--- src/rtl/scan_port_pkg.sv ---
package scan_port_pkg;

  localparam int IR_W = 4;

  localparam logic [IR_W-1:0] OP_EXTEST = 4'b0000;
  localparam logic [IR_W-1:0] OP_IDCODE = 4'b0001;
  localparam logic [IR_W-1:0] OP_SAMPLE = 4'b0010;
  localparam logic [IR_W-1:0] OP_BYPASS = 4'b1111;
  localparam logic [IR_W-1:0] IR_CAPTURE_PAT = 4'b0001;

  typedef enum logic [3:0] {
    ST_RESET, ST_IDLE,
    ST_SEL_DR, ST_CAP_DR, ST_SHF_DR, ST_EX1_DR, ST_PAU_DR, ST_EX2_DR, ST_UPD_DR,
    ST_SEL_IR, ST_CAP_IR, ST_SHF_IR, ST_EX1_IR, ST_PAU_IR, ST_EX2_IR, ST_UPD_IR
  } tap_st_t;

  typedef struct packed {
    logic in_reset;
    logic cap_dr;
    logic shf_dr;
    logic upd_dr;
    logic cap_ir;
    logic shf_ir;
    logic upd_ir;
  } tap_strobe_t;

  function automatic tap_st_t tap_next(input tap_st_t s, input logic t);
    case (s)
      ST_RESET:  tap_next = t ? ST_RESET  : ST_IDLE;
      ST_IDLE:   tap_next = t ? ST_SEL_DR : ST_IDLE;
      ST_SEL_DR: tap_next = t ? ST_SEL_IR : ST_CAP_DR;
      ST_CAP_DR: tap_next = t ? ST_EX1_DR : ST_SHF_DR;
      ST_SHF_DR: tap_next = t ? ST_EX1_DR : ST_SHF_DR;
      ST_EX1_DR: tap_next = t ? ST_UPD_DR : ST_PAU_DR;
      ST_PAU_DR: tap_next = t ? ST_EX2_DR : ST_PAU_DR;
      ST_EX2_DR: tap_next = t ? ST_UPD_DR : ST_SHF_DR;
      ST_UPD_DR: tap_next = t ? ST_SEL_DR : ST_IDLE;
      ST_SEL_IR: tap_next = t ? ST_RESET  : ST_CAP_IR;
      ST_CAP_IR: tap_next = t ? ST_EX1_IR : ST_SHF_IR;
      ST_SHF_IR: tap_next = t ? ST_EX1_IR : ST_SHF_IR;
      ST_EX1_IR: tap_next = t ? ST_UPD_IR : ST_PAU_IR;
      ST_PAU_IR: tap_next = t ? ST_EX2_IR : ST_PAU_IR;
      ST_EX2_IR: tap_next = t ? ST_UPD_IR : ST_SHF_IR;
      ST_UPD_IR: tap_next = t ? ST_SEL_DR : ST_IDLE;
      default:   tap_next = ST_RESET;
    endcase
  endfunction

endpackage

--- src/rtl/scan_fsm.sv ---
module scan_fsm
  import scan_port_pkg::*;
(
  input  logic        clk,
  input  logic        rst_n,
  input  logic        mode_sel,
  output tap_strobe_t strb
);

  tap_st_t st;

  always_ff @(posedge clk or negedge rst_n) begin
    if (!rst_n) st <= ST_RESET;
    else        st <= tap_next(st, mode_sel);
  end

  always_comb begin
    strb          = '0;
    strb.in_reset = (st == ST_RESET);
    strb.cap_dr   = (st == ST_CAP_DR);
    strb.shf_dr   = (st == ST_SHF_DR);
    strb.upd_dr   = (st == ST_UPD_DR);
    strb.cap_ir   = (st == ST_CAP_IR);
    strb.shf_ir   = (st == ST_SHF_IR);
    strb.upd_ir   = (st == ST_UPD_IR);
  end

endmodule

--- src/rtl/scan_ir.sv ---
module scan_ir
  import scan_port_pkg::*;
#(
  parameter bit HAS_ID = 1'b1
) (
  input  logic            clk,
  input  logic            rst_n,
  input  logic            ser_in,
  input  logic            in_reset,
  input  logic            cap_ir,
  input  logic            shf_ir,
  input  logic            upd_ir,
  output logic            ir_so,
  output logic [IR_W-1:0] instr,
  output logic            sel_bsr,
  output logic            sel_byp,
  output logic            sel_id,
  output logic            ext_mode
);

  localparam logic [IR_W-1:0] DEF_OP = HAS_ID ? OP_IDCODE : OP_BYPASS;

  logic [IR_W-1:0] ir_sr;
  logic            id_hit;

  // serial instruction shift register
  always_ff @(posedge clk or negedge rst_n) begin
    if (!rst_n)      ir_sr <= IR_CAPTURE_PAT;
    else if (cap_ir) ir_sr <= IR_CAPTURE_PAT;
    else if (shf_ir) ir_sr <= {ser_in, ir_sr[IR_W-1:1]};
  end

  // parallel active instruction
  always_ff @(posedge clk or negedge rst_n) begin
    if (!rst_n)        instr <= DEF_OP;
    else if (in_reset) instr <= DEF_OP;
    else if (upd_ir)   instr <= ir_sr;
  end

  generate
    if (HAS_ID) begin : g_id_dec
      assign id_hit = (instr == OP_IDCODE);
    end else begin : g_no_id_dec
      assign id_hit = 1'b0;
    end
  endgenerate

  always_comb begin
    sel_bsr = 1'b0;
    sel_byp = 1'b0;
    sel_id  = 1'b0;
    if (instr == OP_EXTEST || instr == OP_SAMPLE) sel_bsr = 1'b1;
    else if (id_hit)                              sel_id  = 1'b1;
    else                                          sel_byp = 1'b1;
  end

  assign ext_mode = (instr == OP_EXTEST) && !in_reset;
  assign ir_so    = ir_sr[0];

endmodule

--- src/rtl/scan_dr_path.sv ---
module scan_dr_path #(
  parameter bit              HAS_ID   = 1'b1,
  parameter int              ID_W     = 32,
  parameter logic [ID_W-1:0] ID_VALUE = 32'h4BA0_6C35
) (
  input  logic clk,
  input  logic rst_n,
  input  logic ser_in,
  input  logic cap_dr,
  input  logic shf_dr,
  input  logic shf_ir,
  input  logic sel_bsr,
  input  logic sel_id,
  input  logic ir_so,
  input  logic bsr_so,
  output logic ser_out,
  output logic ser_oe
);

  logic byp_q;
  logic id_so;
  logic mux_bit;

  always_ff @(posedge clk or negedge rst_n) begin
    if (!rst_n)      byp_q <= 1'b0;
    else if (cap_dr) byp_q <= 1'b0;
    else if (shf_dr) byp_q <= ser_in;
  end

  generate
    if (HAS_ID) begin : g_id
      logic [ID_W-1:0] id_sr;
      always_ff @(posedge clk or negedge rst_n) begin
        if (!rst_n)                id_sr <= ID_VALUE;
        else if (cap_dr && sel_id) id_sr <= ID_VALUE;
        else if (shf_dr && sel_id) id_sr <= {ser_in, id_sr[ID_W-1:1]};
      end
      assign id_so = id_sr[0];
    end else begin : g_no_id
      assign id_so = 1'b0;
    end
  endgenerate

  always_comb begin
    if (shf_ir)       mux_bit = ir_so;
    else if (sel_bsr) mux_bit = bsr_so;
    else if (sel_id)  mux_bit = id_so;
    else              mux_bit = byp_q;
  end

  // output retimed to the falling edge
  always_ff @(negedge clk or negedge rst_n) begin
    if (!rst_n) begin
      ser_out <= 1'b0;
      ser_oe  <= 1'b0;
    end else begin
      ser_out <= mux_bit;
      ser_oe  <= shf_ir | shf_dr;
    end
  end

endmodule

--- src/rtl/scan_port_ctrl.sv ---
module scan_port_ctrl
  import scan_port_pkg::*;
#(
  parameter bit              HAS_ID   = 1'b1,
  parameter int              ID_W     = 32,
  parameter logic [ID_W-1:0] ID_VALUE = 32'h4BA0_6C35
) (
  input  logic            test_clk,
  input  logic            test_rst_n,
  input  logic            mode_sel,
  input  logic            ser_in,
  input  logic            bsr_so,
  output logic            ser_out,
  output logic            ser_oe,
  output logic [IR_W-1:0] instr_o,
  output logic            sel_bsr,
  output logic            sel_byp,
  output logic            sel_id,
  output logic            ext_mode,
  output logic            dr_capture,
  output logic            dr_shift,
  output logic            dr_update,
  output logic            ir_capture,
  output logic            ir_shift,
  output logic            ir_update
);

  tap_strobe_t strb;
  logic        at_reset;
  logic        ir_so;

  scan_fsm u_fsm (
    .clk      (test_clk),
    .rst_n    (test_rst_n),
    .mode_sel (mode_sel),
    .strb     (strb)
  );

  assign at_reset   = strb.in_reset;
  assign dr_capture = strb.cap_dr;
  assign dr_shift   = strb.shf_dr;
  assign dr_update  = strb.upd_dr;
  assign ir_capture = strb.cap_ir;
  assign ir_shift   = strb.shf_ir;
  assign ir_update  = strb.upd_ir;

  scan_ir #(.HAS_ID(HAS_ID)) u_ir (
    .clk      (test_clk),
    .rst_n    (test_rst_n),
    .ser_in   (ser_in),
    .in_reset (at_reset),
    .cap_ir   (strb.cap_ir),
    .shf_ir   (strb.shf_ir),
    .upd_ir   (strb.upd_ir),
    .ir_so    (ir_so),
    .instr    (instr_o),
    .sel_bsr  (sel_bsr),
    .sel_byp  (sel_byp),
    .sel_id   (sel_id),
    .ext_mode (ext_mode)
  );

  scan_dr_path #(.HAS_ID(HAS_ID), .ID_W(ID_W), .ID_VALUE(ID_VALUE)) u_dr (
    .clk     (test_clk),
    .rst_n   (test_rst_n),
    .ser_in  (ser_in),
    .cap_dr  (strb.cap_dr),
    .shf_dr  (strb.shf_dr),
    .shf_ir  (strb.shf_ir),
    .sel_bsr (sel_bsr),
    .sel_id  (sel_id),
    .ir_so   (ir_so),
    .bsr_so  (bsr_so),
    .ser_out (ser_out),
    .ser_oe  (ser_oe)
  );

endmodule

--- config.mk ---
export PLATFORM = sky130hd
export DESIGN_NAME = scan_port_ctrl
export DESIGN_NICKNAME = d
export VERILOG_FILES = /design/src/rtl/scan_port_pkg.sv /design/src/rtl/scan_fsm.sv /design/src/rtl/scan_ir.sv /design/src/rtl/scan_dr_path.sv /design/src/rtl/scan_port_ctrl.sv
export SDC_FILE = /design/constraint.sdc
export NUM_CORES = 1
export LEC_CHECK = 0
export BUFFER_PORTS_ARGS = -buffer_cell sky130_fd_sc_hd__clkbuf_2
export CAP_MARGIN = 15
export CORE_MARGIN = 5
export CORE_UTILIZATION = 35
export DETAILED_ROUTE_END_ITERATION = 12
export PLACE_DENSITY = 0.58
export SKIP_CTS_REPAIR_TIMING = 1
export SLEW_MARGIN = 40
export SYNTH_ARGS = -nofsm -noshare
export SYNTH_HDL_FRONTEND = slang
export SYNTH_SLANG_ARGS = --single-unit
--- constraint.sdc ---
create_clock -name test_clk -period 2.4 [get_ports test_clk]
set_input_delay 0.6 -clock test_clk [delete_from_list [all_inputs] [get_ports test_clk]]
set_output_delay 0.6 -clock test_clk [all_outputs]
set_load 0.02 [all_outputs]
==> results of run 1 <==
-- per-layer routing --
layer	global-route usage	wire [um]
met3	0.0240	84
met2	0.175	2040
met5	0	0
met4	0.0330	31
met1	0.150	2140
-- area by class of cell --
class | instances | area [um2]
flip-flops and latches | 47 | 1200
clock buffers | 6 | 82.6
inverters | 7 | 31.3
repair buffers | 32 | 215
clock inverters | 2 | 16.3
multi-input cells | 174 | 962
well taps | 77 | 96.3
fillers | 633 | 3750
-- cells in the mapped netlist --
| library cell | n |
|---|---|
| sky130_fd_sc_hd__a211oi_1 | 1 |
| sky130_fd_sc_hd__a21oi_1 | 5 |
| sky130_fd_sc_hd__a221o_1 | 1 |
| sky130_fd_sc_hd__a221oi_1 | 1 |
| sky130_fd_sc_hd__a311oi_1 | 1 |
| sky130_fd_sc_hd__and3b_1 | 1 |
| sky130_fd_sc_hd__buf_1 | 1 |
| sky130_fd_sc_hd__buf_2 | 4 |
| sky130_fd_sc_hd__buf_4 | 1 |
| sky130_fd_sc_hd__buf_6 | 8 |
| sky130_fd_sc_hd__clkbuf_1 | 2 |
| sky130_fd_sc_hd__clkinv_4 | 1 |
| sky130_fd_sc_hd__dfrtn_1 | 2 |
| sky130_fd_sc_hd__dfrtp_1 | 29 |
| sky130_fd_sc_hd__dfstp_2 | 16 |
| sky130_fd_sc_hd__inv_1 | 6 |
| sky130_fd_sc_hd__mux2i_1 | 1 |
| sky130_fd_sc_hd__nand2_1 | 67 |
| sky130_fd_sc_hd__nand2_2 | 1 |
| sky130_fd_sc_hd__nand2b_1 | 2 |
| sky130_fd_sc_hd__nand3_1 | 4 |
| sky130_fd_sc_hd__nand3b_1 | 1 |
| sky130_fd_sc_hd__nand4_1 | 1 |
| sky130_fd_sc_hd__nor2_1 | 25 |
| sky130_fd_sc_hd__nor2b_1 | 2 |
| sky130_fd_sc_hd__nor3_1 | 4 |
| sky130_fd_sc_hd__nor3b_1 | 1 |
| sky130_fd_sc_hd__nor4_1 | 1 |
| sky130_fd_sc_hd__nor4b_1 | 1 |
| sky130_fd_sc_hd__nor4b_4 | 1 |
| sky130_fd_sc_hd__o211ai_1 | 2 |
| sky130_fd_sc_hd__o211ai_4 | 1 |
| sky130_fd_sc_hd__o21a_1 | 1 |
| sky130_fd_sc_hd__o21ai_0 | 16 |
| sky130_fd_sc_hd__o21ai_1 | 4 |
| sky130_fd_sc_hd__o21ai_2 | 24 |
| sky130_fd_sc_hd__o31ai_1 | 1 |
| sky130_fd_sc_hd__o41ai_1 | 1 |
| sky130_fd_sc_hd__or3_1 | 1 |
| sky130_fd_sc_hd__xnor2_1 | 1 |
-- metrics by stage --
| step | instances | util | power (mW) | setup WS [ps] | TNS [ps] |
|---|---|---|---|---|---|
| after floorplan | 244 | - | 2.72 | -22.1 | -22.1 |
| after global placement | 337 | 0.393 | 3.01 | 35.8 | 0 |
| after detailed placement | 337 | 0.393 | 3.04 | 35.6 | 0 |
| after CTS | 345 | 0.408 | 3.55 | -260 | -508 |
| after global routing | 345 | 0.410 | 3.83 | -249 | -532 |
| final | 345 | 0.410 | 3.52 | -221 | -435 |
-- placed cells by master (no fill, tap or decap), types with 3 or more instances in the layout --
cell type                  count
sky130_fd_sc_hd__o21ai_1       5
sky130_fd_sc_hd__dfrtp_1      26
sky130_fd_sc_hd__a21oi_1       5
sky130_fd_sc_hd__buf_4        11
sky130_fd_sc_hd__dfrtp_2       3
sky130_fd_sc_hd__nand3_1       4
sky130_fd_sc_hd__nor2_1       24
sky130_fd_sc_hd__o21ai_2      24
sky130_fd_sc_hd__nand2_1      67
sky130_fd_sc_hd__dfstp_2      16
sky130_fd_sc_hd__o21ai_0      15
sky130_fd_sc_hd__inv_1         6
sky130_fd_sc_hd__nor3_1        3
sky130_fd_sc_hd__clkbuf_8      6
sky130_fd_sc_hd__clkbuf_2     18
-- state kept, by name (all words and copies together), names as in the netlist --
signal / count
u_dr.g_id.id_sr: 32
u_fsm.st: 4
u_ir.instr: 4
u_ir.ir_sr: 4
u_dr.byp_q: 1
u_dr.ser_oe: 1
u_dr.ser_out: 1
-- worst min-delay path by stage --
| stage | from | endpoint | slack [ps] | cells after the start |
|---|---|---|---|---|
| 2_1_floorplan | test_rst_n | u_dr.byp_q | 300 | 0 |
| 3_3_place_gp | u_dr.g_id.id_sr[11] | u_dr.g_id.id_sr[11] | 450 | 2 |
| 3_5_place_dp | u_dr.g_id.id_sr[11] | u_dr.g_id.id_sr[11] | 460 | 2 |
| 4_1_cts | u_dr.g_id.id_sr[11] | u_dr.g_id.id_sr[11] | 480 | 2 |
| 5_1_grt | u_dr.g_id.id_sr[25] | u_dr.g_id.id_sr[25] | 490 | 2 |
| 6_report | test_rst_n | u_dr.g_id.id_sr[20] | 460 | 2 |
-- power by group through the flow --
stage               clock (mW)  sequential (mW)  combinational [mW]
floorplan                    0             1.37                1.35
global placement             0             1.38                1.63
detailed placement           0             1.38                1.65
CTS                      0.531             1.37                1.65
global route             0.567             1.41                1.85
finish                   0.513             1.37                1.64
-- cells by family (layout without fill, tap and decap cells) --
logic type             count (synthesis)  after routing
XOR/XNOR                               1              1
multiplexers                           1              1
flip-flops                            47             47
AO/OA/AOI/OAI                         59             59
buffers and inverters                 23             47
AND/OR/NAND/NOR                      113            113
==> impl_summary.md, run 1 <==
Drt
The routed layout has 1644 vias. The DRC violation count after routing is 0. In this run the remaining antenna-violating nets after routing total 0. The detailed-route wire length is 4.30 mm. Dividing the detail-routed via count by the number of cells gives 4.77. For this run, the detailed router's first-pass iteration total came to 4. The number of violations reported at the end of detailed-routing iteration 0 is 75.

Dividing the detail-routed wire length by the instance count gives 12.4 um.

Setup path
The required time of the worst setup path is 1800 ps. The startpoint of the worst register-to-register path is u_ir.instr[1]. The biggest fanout along the worst timing path is 1. The critical path is of the register to primary output type. The worst register-to-register path has a depth of 3.

The setup slack on the worst flop-to-flop path is 40 ps. The cell family with the largest share of critical-path delay is flip-flops. The launching instance or port of the critical path is u_dr.ser_out. The cell depth of the worst setup path is 1. The critical path goes through buf_6. Together, buffers and inverters on the worst path number 1. The slowest cell on the critical path is sky130_fd_sc_hd__dfrtn_1. The critical path endpoint is ser_out. The startpoint type of the worst setup path is a register.

The largest incremental delay on the critical path is 410 ps. The worst setup path is captured at a primary output. For the worst setup path, the data arrival time is 2020 ps.

The capture instance of the worst register-to-register path is u_dr.ser_out.

Synth
After technology mapping, the gate count stands at 244. The sequential share of the synthesized area is 0.521. The fraction of post-synthesis cell area in the top cell type by area is 0.316. Summing every instance area after synthesis gives 2300 um2. The number of nets in the synthesized netlist is 249. Of the total synthesized cell area, the portion taken by full adders, half adders and majority gates is 0. Of the total synthesized cell area, the portion taken by XOR and XNOR cells is 0.00381.

The share of the synthesized area in compound gates (AO/OA/AOI/OAI) was 0.187. The dominant combinational cell family by area after synthesis is simple AND/OR/NAND/NOR gates. Averaged over all synthesized cells, the footprint is 9.41 um2. The largest area contributor in the synthesized netlist is sky130_fd_sc_hd__dfrtp_1. The number of different library cells in the post-synthesis netlist is 40. The portion of synthesized area spent on multiplexers is 0.00436. The number of synthesized register bits is 47. The number of warnings issued by yosys is 0. Ranked by total cell area, the synthesized netlist is headed by sky130_fd_sc_hd__dfrtp_1 32%, sky130_fd_sc_hd__dfstp_2 18%, sky130_fd_sc_hd__nand2_1 11%. Of the total synthesized cell area, the portion taken by AND, OR, NAND and NOR gates is 0.214.

CTS
The clock-pin slew on the worst setup and hold paths is 90 ps. The clock reaches the later pin of the worst-skew pair after 300 ps. Clock tree synthesis inserted a total of 5 buffers. The clock passes through at most 2 buffers. In this run the number of H-tree levels came out at 2.

The cell chosen for the clock root is sky130_fd_sc_hd__clkbuf_8. The clock drives 47 sinks. TritonCTS built the clock tree.

Pwr
For this design the total switching power over the nets is 1.49 mW. Power spread over the standard cell area amounts to 1350 nW/um2. The switching share of total power is 0.424. The combinational power share is 0.466.

Summed over all cells, the static leakage comes to 1.14 nW. Across the VDD grid, the largest voltage drop is 1.22 mV. The internal cell power is 2.03 mW. Of the total power, the clock network draws 0.146. The share of total power dissipated in sequential elements is 0.389.

Outcome
The flow ran to the end, but the final reports show violations. The final reports fail on setup timing.

STA
The post-layout worst setup margin is -221 ps. Setup violations remaining at the end of the flow were counted as 2. Between clock sinks in the finished design, the worst skew comes to 10.8 ps.

The worst pin sits at a relative slew slack of 0.622. The number of pins with negative max-slew slack in the final report is 0. The final hold violation count is 0. For the pin with the worst max-slew slack, the measured transition is 567 ps.

The tightest hold path in the finished design has a slack of 463 ps. Setup repair after global routing could not meet its margin everywhere.

Place
The instance area at placement is 2490 um2. The last weighted congestion value of the routability-driven placer is 0.753. Summed over all nets, the half-perimeter wirelength after detailed placement is 2.97 mm. The number of buffers inserted by port buffering is 20.

Finish
Relative to the synthesized area, the layout overhead comes to 13.3%. The finished cells cover 2600 um2. The number of antenna repair diodes is 0.

At the end of the flow, the number of nets in the layout was 272. The fraction of final layout cells sized beyond drive strength 1 is 0.336.

Floorplan
The initial standard-cell utilization of the core is 0.362. 21 I/O pins were placed. The floorplan step defined a die boundary enclosing 8280 um2. From bottom edge to top edge, the die measures 91.0 um.

The floorplan has 29 rows. After floorplanning, the core was sized to cover 6350 um2. The die width is 91.0 um.

Job
The tool flagged a number of max-cap violations equal to 0.

GRT
The first global-routing pass estimated 7.57 mm of wire. The sum of overflow across all layers after global routing is 0. The number of antenna violations at the first check in global routing is 0.

Entering global routing, the biggest net connects 56 pins. The via count of the first global-routing pass is 1595. The all-layer global routing usage is 0.110.

Worst hold path
The type of the most critical hold path is input port to async pin.
(Power assumes the default switching activity.)
==> run 2, diff against run 1 <==
--- a/config.mk
+++ b/config.mk
@@ -10,7 +10,7 @@
 export CORE_MARGIN = 5
 export CORE_UTILIZATION = 35
 export DETAILED_ROUTE_END_ITERATION = 12
-export PLACE_DENSITY = 0.58
+export PLACE_DENSITY = 0.52
 export SKIP_CTS_REPAIR_TIMING = 1
 export SLEW_MARGIN = 40
 export SYNTH_ARGS = -nofsm -noshare
==> run 2 against run 1 <==
The flow still finishes with violations (setup timing). Count of clock-buffer cells in the layout rose by 1. Critical endpoint is now ser_oe. Cell count grew 1.2%. Largest cell class unchanged. Wire length grew 3.0%. Clock power is 2% higher. Clock skew about the same. Cell area grew 0.86%. Combinational power about the same. Global-route usage rose by 0.23 points. First-iteration DRC count grew 17%. Total power up 0.15%.
==> impl_summary.md, run 2 (synthesis gave the netlist of run 1 again) <==
Outcome
The run finished, with violations left. The checks that failed: setup timing.

Job
The max capacitance violation total is 0 (unchanged).

Worst hold path
The type of the most critical hold path is input port to async pin.

Pwr
The leakage power figure was 1.16 nW (+1.5%). The overall power of the completed layout came to 3.53 mW (+0.15%). The power density over the cells is 1340 nW/um2 (-0.71%). The peak ir drop on the vdd network is 0.579 mV (-52%).

Setup path
The critical path is of the register to primary output type. The cell depth of the worst setup path is 1 (unchanged). The critical path goes through buf_6. The count of buffer and inverter cells on the critical path is 1 (unchanged). The largest incremental delay on the critical path is 420 ps (about the same). The arrival time at the worst endpoint was 2050 ps (+30 ps). Broken down by cell family, the worst path's largest delay share belongs to flip-flops. The worst setup path is launched from a register.

The required time of the worst setup path is 1800 ps (about the same). In this run the critical register-to-register path is launched from u_ir.instr[3]. In this run the worst setup path begins at u_dr.ser_oe.

The biggest fanout along the worst timing path is 1 (unchanged). The setup slack on the worst flop-to-flop path is 60 ps (+20 ps). The cell depth of the worst flop-to-flop path is 3 (unchanged).

STA classifies the critical path endpoint as a primary output. The slowest cell on the critical path is sky130_fd_sc_hd__dfrtn_1. The capture instance of the worst register-to-register path is u_dr.ser_out.

Drt
The number of vias per cell after detailed routing was 4.78 (+0.30%). The detail-routed net length per standard cell came to 12.7 um (+1.8%). The first-pass iteration count of the detailed router is 4 (unchanged). The number of routed nets with antenna violations is 0 (unchanged).

The number of violations reported at the end of detailed-routing iteration 0 is 88 (+17%). The detailed-route wire length is 4.43 mm (+3.0%). The DRC violation count after routing is 0 (unchanged). The total vias in the final route came to 1668 (+1.5%).

Finish
The post-synthesis to final-layout area growth is 14.3%. The most common cell after layout, fill and taps aside is sky130_fd_sc_hd__nand2_1. The number of flip-flops under the largest register name is 32 (unchanged). The fraction of final layout cells sized beyond drive strength 1 came to 0.346 (+0.00977). The number of antenna repair diodes is 0 (unchanged).

The net count reported at finish is 276 (+1.5%). The register with the most flip-flops is u_dr.g_id.id_sr. The top cell types in the final layout, fill and taps aside, are 67 x sky130_fd_sc_hd__nand2_1, 26 x sky130_fd_sc_hd__dfrtp_1, 24 x sky130_fd_sc_hd__nor2_1, 24 x sky130_fd_sc_hd__o21ai_2, 18 x sky130_fd_sc_hd__clkbuf_2.

GRT
The wire length of the first global-routing pass came to 7.73 mm (+2.1%). The sum of overflow across all layers after global routing came to 0 (unchanged). The number of antenna violations at the first check in global routing was 0 (unchanged). The met3 layer usage reported by global route is 0.0223 (-0.00165). The routing usage on met1 is 0.156 (+0.00546).

The all-layer global routing usage was 0.112 (+0.00231). The largest net degree at the start of global routing is 64 (+14%). The global routing usage on met2 came to 0.175 (-0.000601). After global routing, the most crowded layer is met2. The via count of the first global-routing pass is 1597 (+0.13%).

CTS
The clock-pin slew on the worst setup and hold paths was 90 ps (about the same). The root buffer cell chosen for the clock tree is sky130_fd_sc_hd__clkbuf_8. The deepest clock path buffer count is 2 (unchanged). The number of levels in the clock H-tree is 2 (unchanged).

The TritonCTS sink count is 47 (unchanged). The number of buffers inserted during clock tree synthesis is 5 (unchanged). The TritonCTS clock tree is done.

The clock latency on the worst-skew pair is 300 ps (about the same).

STA
The max-slew headroom at the worst pin is 0.535 (-0.0872). The number of setup violations in the final report is 2 (unchanged). The post-layout worst setup margin is -250 ps (-28.2 ps). The final hold violation count is 0 (unchanged).

Setup repair after global routing could not meet its margin everywhere. The number of pins with negative max-slew slack in the final report was 0 (unchanged). The actual transition at the worst max-transition pin is 698 ps (+131 ps).

The worst hold margin was 331 ps (-132 ps). The clock skew after layout is 10.6 ps (-0.160 ps). The final setup TNS is -469 ps (-34.3 ps).

Floorplan
The floorplan die area is 8280 um2 (unchanged). The number of placement rows is 29 (unchanged). The placeable core region is 6350 um2 (unchanged). The initial standard-cell utilization of the core is 0.362 (unchanged). The die width is 91.0 um (unchanged). The number of ports placed on the die boundary is 21 (unchanged).

The vertical extent of the die is 91.0 um (unchanged).

Place
The last weighted congestion value of the routability-driven placer is 0.820 (+8.9%). The number of buffers inserted by port buffering was 20 (unchanged). The detailed-placement wirelength estimate came to 3.06 mm (+3.2%).
[run 2: cell count changes in the layout (fill, tap and decap cells not counted)]
cell,previous run,this run
sky130_fd_sc_hd__clkbuf_8,6,7
sky130_fd_sc_hd__buf_4,11,16
sky130_fd_sc_hd__clkinv_4,2,1
sky130_fd_sc_hd__buf_12,1,0
[run 2: report_power, final]
| part | switching [mW] | internal (mW) |
|---|---|---|
| Combinational | 1.02 | 0.620 |
| Clock | 0.263 | 0.262 |
| Sequential | 0.194 | 1.17 |
| Total | 1.48 | 2.05 |
[run 2: routing by layer]
metal,share of wire,routed length [um],vias to the layer above
met1,0.49,2180,780
met4,0.0095,42,0
met3,0.020,87,2
li1,-,-,873
met2,0.48,2120,13
met5,0,0,-
[run 2: worst max path at each step]
| stage | end | slack (ps) |
|---|---|---|
| 3_5_place_dp | u_dr.ser_out | 40 |
| 3_3_place_gp | u_dr.ser_out | 60 |
| 4_1_cts | ser_out | -260 |
| 5_1_grt | ser_oe | -260 |
| 2_1_floorplan | u_dr.ser_out | -20 |
| 6_report | ser_oe | -250 |
[run 2: area by class of cell]
type	instances	area [um2]
Sequential cell	47	1200
Multi-Input combinational cell	174	962
Timing Repair Buffer	36	233
Clock buffer	7	96.3
Tap cell	77	96.3
Clock inverter	1	7.51
Fill cell	660	3720
Inverter	7	31.3
[run 2: worst register-to-register path: cells and delay by family, from the launching register on]
| kind | cells | cell delay (ps) |
|---|---|---|
| AOI/OAI and AO/OA | 3 | 560 |
| DFF | 1 | 440 |
[run 2: stage by stage]
step | worst slack, ps | cells | area [um2] | util
floorplan | -22.1 | 244 | 2320 | -
global placement | 58.5 | 341 | 2510 | 0.395
detailed placement | 36.0 | 341 | 2510 | 0.395
CTS | -259 | 349 | 2610 | 0.412
global route | -263 | 349 | 2630 | 0.414
finish | -250 | 349 | 2630 | 0.414
